==> src/rtl/presdet_pkg.sv <==
package presdet_pkg;
    typedef enum logic {
        QS_SEEK    = 1'b0,
        QS_PRESENT = 1'b1
    } qual_state_e;
endpackage

==> src/rtl/presdet_refdiv.sv <==
module presdet_refdiv #(
    parameter int DIV_LOG2 = 3
) (
    input  logic clk,
    input  logic rst_n,
    output logic emit
);
    logic [DIV_LOG2-1:0] div_q;

    // advances on the falling edge so the rising-edge samplers see a settled level
    always_ff @(negedge clk or negedge rst_n) begin
        if (!rst_n) div_q <= '0;
        else        div_q <= div_q + 1'b1;
    end

    assign emit = div_q[DIV_LOG2-1];
endmodule

==> src/rtl/presdet_sync.sv <==
module presdet_sync #(
    parameter int WIDTH  = 4,
    parameter int STAGES = 2
) (
    input  logic             clk,
    input  logic             rst_n,
    input  logic [WIDTH-1:0] d,
    output logic [WIDTH-1:0] q
);
    logic [WIDTH-1:0] stg_q [STAGES];

    always_ff @(posedge clk or negedge rst_n) begin
        if (!rst_n) begin
            for (int i = 0; i < STAGES; i++) stg_q[i] <= '0;
        end else begin
            stg_q[0] <= d;
            for (int i = 1; i < STAGES; i++) stg_q[i] <= stg_q[i-1];
        end
    end

    assign q = stg_q[STAGES-1];
endmodule

==> src/rtl/presdet_qual.sv <==
module presdet_qual
    import presdet_pkg::*;
#(
    parameter int THRESH       = 32,
    parameter int MIN_MISMATCH = 1
) (
    input  logic clk,
    input  logic rst_n,
    input  logic sns,
    input  logic rfb,
    output logic present
);
    localparam int CW = $clog2(THRESH + 1);
    localparam logic [CW-1:0] CNT_LAST = CW'(THRESH - 1);

    logic mis;
    logic mis_evt;
    qual_state_e state_q, state_d;
    logic [CW-1:0] cnt_q, cnt_d;

    assign mis = sns ^ rfb;

    generate
        if (MIN_MISMATCH <= 1) begin : g_nofilt
            assign mis_evt = mis;
        end else begin : g_filt
            localparam int MW = $clog2(MIN_MISMATCH + 1);
            localparam logic [MW-1:0] MM_LAST = MW'(MIN_MISMATCH - 1);
            logic [MW-1:0] mm_q;
            always_ff @(posedge clk or negedge rst_n) begin
                if (!rst_n)               mm_q <= '0;
                else if (!mis)            mm_q <= '0;
                else if (mm_q != MM_LAST) mm_q <= mm_q + 1'b1;
            end
            assign mis_evt = mis && (mm_q == MM_LAST);
        end
    endgenerate

    // state register
    always_ff @(posedge clk or negedge rst_n) begin
        if (!rst_n) begin
            state_q <= QS_SEEK;
            cnt_q   <= '0;
        end else begin
            state_q <= state_d;
            cnt_q   <= cnt_d;
        end
    end

    // transitions: restart, qualify, release
    always_comb begin
        state_d = state_q;
        cnt_d   = cnt_q;
        unique case (state_q)
            QS_SEEK: begin
                if (mis_evt) begin
                    cnt_d = '0;
                end else if (!mis) begin
                    if (cnt_q == CNT_LAST) state_d = QS_PRESENT;
                    else                   cnt_d   = cnt_q + 1'b1;
                end
            end
            QS_PRESENT: begin
                if (mis_evt) begin
                    state_d = QS_SEEK;
                    cnt_d   = '0;
                end
            end
            default: begin
                state_d = QS_SEEK;
                cnt_d   = '0;
            end
        endcase
    end

    // outputs
    always_comb begin
        present = (state_q == QS_PRESENT);
    end
endmodule

==> src/rtl/presdet_top.sv <==
module presdet_top #(
    parameter int CHANNELS     = 3,
    parameter int DIV_LOG2     = 3,
    parameter int REF_PERIODS  = 4,
    parameter int SYNC_STAGES  = 2,
    parameter int MIN_MISMATCH = 1
) (
    input  logic                clk,
    input  logic                rst_n,
    input  logic [CHANNELS-1:0] sense_i,
    output logic                emit_o,
    output logic [CHANNELS-1:0] present_o
);
    localparam int THRESH = REF_PERIODS * (1 << DIV_LOG2);

    logic          emit;
    logic [CHANNELS:0] sync_q;

    presdet_refdiv #(.DIV_LOG2(DIV_LOG2)) u_div (
        .clk  (clk),
        .rst_n(rst_n),
        .emit (emit)
    );

    // reference rides in the same synchroniser so both reach the compare aligned
    presdet_sync #(.WIDTH(CHANNELS + 1), .STAGES(SYNC_STAGES)) u_sync (
        .clk  (clk),
        .rst_n(rst_n),
        .d    ({emit, sense_i}),
        .q    (sync_q)
    );

    generate
        for (genvar c = 0; c < CHANNELS; c++) begin : g_chan
            presdet_qual #(.THRESH(THRESH), .MIN_MISMATCH(MIN_MISMATCH)) u_qual (
                .clk    (clk),
                .rst_n  (rst_n),
                .sns    (sync_q[c]),
                .rfb    (sync_q[CHANNELS]),
                .present(present_o[c])
            );
        end
    endgenerate

    assign emit_o = emit;
endmodule

==> config.mk <==
export PLATFORM = sky130hd
export DESIGN_NAME = presdet_top
export DESIGN_NICKNAME = d
export VERILOG_FILES = /design/src/rtl/presdet_pkg.sv /design/src/rtl/presdet_refdiv.sv /design/src/rtl/presdet_sync.sv /design/src/rtl/presdet_qual.sv /design/src/rtl/presdet_top.sv
export SDC_FILE = /design/constraint.sdc
export NUM_CORES = 1
export LEC_CHECK = 0
export ABC_AREA = 1
export BUFFER_PORTS_ARGS = -buffer_cell sky130_fd_sc_hd__buf_2
export CAP_MARGIN = 15
export CORE_ASPECT_RATIO = 0.6
export CORE_MARGIN = 8
export CORE_UTILIZATION = 30
export CTS_CLUSTER_DIAMETER = 50
export DETAILED_ROUTE_END_ITERATION = 6
export SKIP_LAST_GASP = 1
export SLEW_MARGIN = 10
export SYNTH_ARGS = -nofsm -noshare
export SYNTH_HDL_FRONTEND = slang
export SYNTH_HIERARCHICAL = 1
export SYNTH_SLANG_ARGS = --single-unit
export TNS_END_PERCENT = 100
==> constraint.sdc <==
create_clock -name clk -period 1.3 [get_ports clk]
set_input_delay 0.065 -clock clk [delete_from_list [all_inputs] [get_ports clk]]
set_output_delay 0.065 -clock clk [all_outputs]
set_load 0.05 [all_outputs]
### Word level (Yosys, flattened, before mapping)

Cells that the tools add are included.

| storage, ports and cells | value |
|---|---|
| bits of input ports | 5 |
| register bits | 32 |
| word-level logic and storage cells | 55 |
| output and inout port bits | 4 |

| cells by class | value |
|---|---|
| add/subtract/negate cells | 4 |
| equality and inequality tests | 9 |
| reduce and logical (&&, ||, !) cells | 3 |
| bitwise gates (word level) | 6 |
| multiplexer cells | 24 |

Operator list:

| cell | count |
|---|---|
| two-way mux 6 bit | 9 |
| case mux 6 bit (2 select lines) | 3 |
| adder 6 x 1 -> 6 bit (second input constant) | 3 |
| equality test 6 x 5 -> 1 bit (second input constant) | 3 |
| two-way mux 1 bit | 9 |
| inequality test 3 x 2 -> 1 bit (second input constant) | 3 |
| inequality test 2 x 1 -> 1 bit (second input constant) | 3 |
| case mux 1 bit (2 select lines) | 3 |
| AND reduction 2 bit | 3 |
| adder 3 x 1 -> 3 bit (second input constant) | 1 |
| NOT 1 bit | 3 |
| bitwise XOR 1 bit | 3 |

### Logic depth before layout (Yosys ltp)

| logic depth | value |
|---|---|
| depth in word-level cells | 4 |
| mapped depth | 9 |
| mapped depth without buffers | 9 |

### By module

Netlist, hierarchy kept.

By module, submodules not included:

| module | area each (um^2) | cells each | times used |
|---|---|---|---|
| presdet_qual (g_chan[1].u_qual ...) | 412.9 | 54 | 2 |
| presdet_qual (g_chan[0].u_qual) | 435.4 | 59 | 1 |
| presdet_sync | 230.2 | 12 | 1 |
| presdet_refdiv | 110.1 | 10 | 1 |

==> out/metrics.sh <==
SEQ_AREA_UM2=802
GRT_ANTENNA_BEFORE_REPAIR=0
AREA_OF_THE_MULTI_INPUT_GATES_UM2=711
VIOLATIONS_IN_THE_FINAL_REPORTS='negative setup slack'
HP-CLASS='in -> async'
FIRSTDRTPASSITERS=4
DETAILED_PLACE.AREA_UM2=1790
WORST-PATH-MAX-FANOUT=4
NETLIST_AREA_UM2=1600
TIMING.CRITICAL_PATH.REQUIRED_PS=1240
MET3_WIRELENGTH_UM=175
GRT_PASS1_WL_UM=5330
HOLD_VIOL=0
HIGHEST-SIGNAL-LAYER='met4'
LAYOUT.FILLER_CELLS=510
MAX-CAP-VIOLATIONS=0
POST_DRT_WL_PER_CELL_UM=11.0
DESIGN.DIE.AREA_UM2=8010
SYNTH_AREA_LEADERS='sky130_fd_sc_hd__dfrtp_1 45%, sky130_fd_sc_hd__nand2_1 13%, sky130_fd_sc_hd__inv_1 6.8%, sky130_fd_sc_hd__dfrtn_1 4.7%, sky130_fd_sc_hd__nand3_1 4.1%'
CTS_ROOT_BUFFER='sky130_fd_sc_hd__clkbuf_8'
POST-SYNTH-TOP-AREA-CELL='sky130_fd_sc_hd__dfrtp_1'
FINAL_COMMON_CELL='sky130_fd_sc_hd__nand2_1'
WORST-SLEW-PIN-TRANSITION_PS=323
LAYOUTNONFILLERINSTCOUNT=285
POWER.LEAKAGE_nW=1.04
LAYOUT.CELLS.MOST_COMMON_LIST='54 x sky130_fd_sc_hd__nand2_1, 29 x sky130_fd_sc_hd__inv_1, 28 x sky130_fd_sc_hd__dfrtp_1'
CORE.ROWCOUNT=20
FINALINSTANCEAREA_UM2=2020
SETUP.WORST_PATH.CLASS='reg -> out'
DIE_H_UM=72.6
WORST_R2R_STARTPOINT='g_chan[2].u_qual/cnt_q[1]'
GLOBALROUTEOVERFLOWTOTAL=0
INSERTEDDIODECOUNT=0
SETUP_WS_PS=-326
YOSYS.AREA.TOP_TYPE_SHARE_PCT=45.3
REPORT.FINAL.SETUP_VIOL=1
SEQ_AREA_FRAC_SYNTH_PCT=50.0
SYN-NUM-NETS=198
R2R_SETUP_SLACK_PS=50
WORST_SETUP_HOLD_PATH_CLK_SLEW_PS=60
ROUTED_ANTENNA_NETS=0
NETLIST_INSTANCES=189
NUMBER_OF_BUFFERS_INSERTED_DURING_CLOCK_TREE_SYNTHESIS=5
INITIAL_CORE_UTIL_PCT=31.4
WORST-PATH-BUF-INV=1
RUN_STATUS='finished, violations left'
WORST_SLEW_MARGIN_RELATIVE_TO_ITS_LIMIT_PCT=78.5
CTS_MAX_PATH_BUFFERS=2
TIMING.FINAL.MAX_SLEW_VIOLATIONS=0
POWER.IR.VDD_WORST_uV=594
CTS.HTREE.LEVELS=2
WORST_EP_ARRIVAL_TIME_PS=1560
VIAS_IN_THE_FIRST_GLOBAL_ROUTE=1166
FIN_WORST_SKEW_PS=10.8
CRITPATHCAPTURETYPE='output pin'
CRITICAL_PATH.CELL_CHAIN='buf_6'
FIRST_ITER_VIOLATIONS=44
CLOCK_SINK_COUNT=32
YS.WARNINGS.COUNT=6
NETLIST-CELL-TYPE-COUNT=20
POSTSYNTHAREAPERCELL_UM2=8.47
CLOCK_TREE_FROM_TRITONCTS='built'
VIAS_AFTER_DETAILED_ROUTING=1239
WIRELENGTH_UM=3140
POWERDENSITY_nW_PER_UM2=968
AREAGROWTHSYNTHTOFINISH_PCT=25.9
NUMBER_OF_I_O_PORT_BUFFERS=8
CP_SLOWEST_STAGE_DELAY_PS=450
CP_SLOWEST_CELL='sky130_fd_sc_hd__dfrtn_1'
DETAIL_ROUTE.VIAS_PER_CELL=4.35
YS_SEQ_ELEMENTS=32
INSERTION_DELAY_PS=280
GLOBALROUTETOTALUTIL_PCT=8.35
GRT_START_MAX_NET_PINS=26
GRT_SETUP_UNREPAIRED='true'
DRT-MET1-WL_UM=1670
GP_CONGESTION=0.782
PLACE_INST=272
WL_MET2_UM=1280
NUM-NETS-FINAL=227
TIMING.CRITICAL_PATH.FROM='u_div/div_q[2]'
PIN_COUNT=9
ROUTE.DETAILED.DRC=0
PLACEABLECOREAREA_UM2=5100
HORIZONTAL_EXTENT_OF_THE_DIE_UM=110
PLACE_HPWL_UM=2190
CRITICAL_PATH.TOP_DELAY_FAMILY='flip-flops'
CRIT_PATH_START_KIND='register'
DRIVE_ABOVE_1_SHARE_PCT=26.5
-- registers in the layout, summed over array words and instances (netlist names) --
name	cells
g_chan.u_qual/cnt_q	18
g_chan.u_qual/present	3
u_div/div_q	3
u_sync/q	4
u_sync/stg_q	4
-- per-stage QoR --
stage               power, W  setup TNS (ps)  setup slack [ps]  util [%]  hold WS (ps)
floorplan            0.00114            -320              -213         -          -231
global placement     0.00121            -107              -107      35.1         -93.3
detailed placement   0.00122            -110              -110      35.1         -88.5
CTS                  0.00197            -338              -338      37.6           144
global route         0.00205            -421              -356      39.5           154
finish               0.00195            -326              -326      39.5           151
-- power by group --
group	internal, W	switching, W	leakage, nW
logic	0.0000764	0.0000909	0.584
clock network	0.000375	0.000357	0.0422
registers	0.00103	0.0000255	0.416
total	0.00148	0.000473	1.04
-- layer usage --
metal  vias up  global-route usage, %
met5         -                      0
met4         0                   2.20
met3         2                   3.35
met2        22                   10.8
met1       569                   12.2
li1        646                      -
-- worst paths after layout --
check | end | depth (start not counted)
max in group asynchronous | u_div/div_q[2] | 2
worst min-delay path | g_chan[0].u_qual/cnt_q[3] | 2
worst min register to register | u_div/div_q[0] | 1
min in group clk | u_div/div_q[0] | 1
worst max register to register | g_chan[2].u_qual/cnt_q[1] | 7
worst max-delay path | emit_o | 1
-- synth_stat cells --
cell                       instances
sky130_fd_sc_hd__nor3_4            2
sky130_fd_sc_hd__inv_1            29
sky130_fd_sc_hd__nor2_1           12
sky130_fd_sc_hd__nand3_4           1
sky130_fd_sc_hd__nand3_1          13
sky130_fd_sc_hd__nand4_1           7
sky130_fd_sc_hd__a21oi_1           6
sky130_fd_sc_hd__nand2_4           3
sky130_fd_sc_hd__a21boi_1          2
sky130_fd_sc_hd__clkinv_4          1
sky130_fd_sc_hd__o21ai_1           5
sky130_fd_sc_hd__inv_2             5
sky130_fd_sc_hd__nand3_2           4
sky130_fd_sc_hd__o21ai_2           2
sky130_fd_sc_hd__nor2_2            2
sky130_fd_sc_hd__dfrtp_1          29
sky130_fd_sc_hd__nand2_1          55
sky130_fd_sc_hd__dfrtn_1           3
sky130_fd_sc_hd__buf_4             4
sky130_fd_sc_hd__ha_1              4
-- kinds of logic (layout without fill, tap and decap cells) --
kind of cell / Yosys count / in the layout / synth area share, %
and+or+nand+nor: 99 / 99 / 31.0
buffers and inverters: 39 / 69 / 10.4
DFF: 32 / 32 / 50.0
AOI/OAI and AO/OA: 15 / 15 / 5.47
adders and majority gates: 4 / 4 / 3.13
-- layout make-up --
class                   count  share of cell area, %
inverters                  35                   6.76
well taps                  66                   4.09
clock buffers               7                   3.78
multi-input cells         118                   35.2
flip-flops and latches     32                   39.8
clock inverters             1                  0.248
repair buffers             26                   10.1
-- repair_timing --
action | 4_1_cts | 5_1_grt
buffers inserted | 0 | 3
pin swaps | 0 | 7
hold buffers | 4 | 0
hold endpoints to repair | 32 | 0
resized for setup | 3 | 16
setup endpoints to repair | 2 | 12
Power figures use the tool's default switching activity.
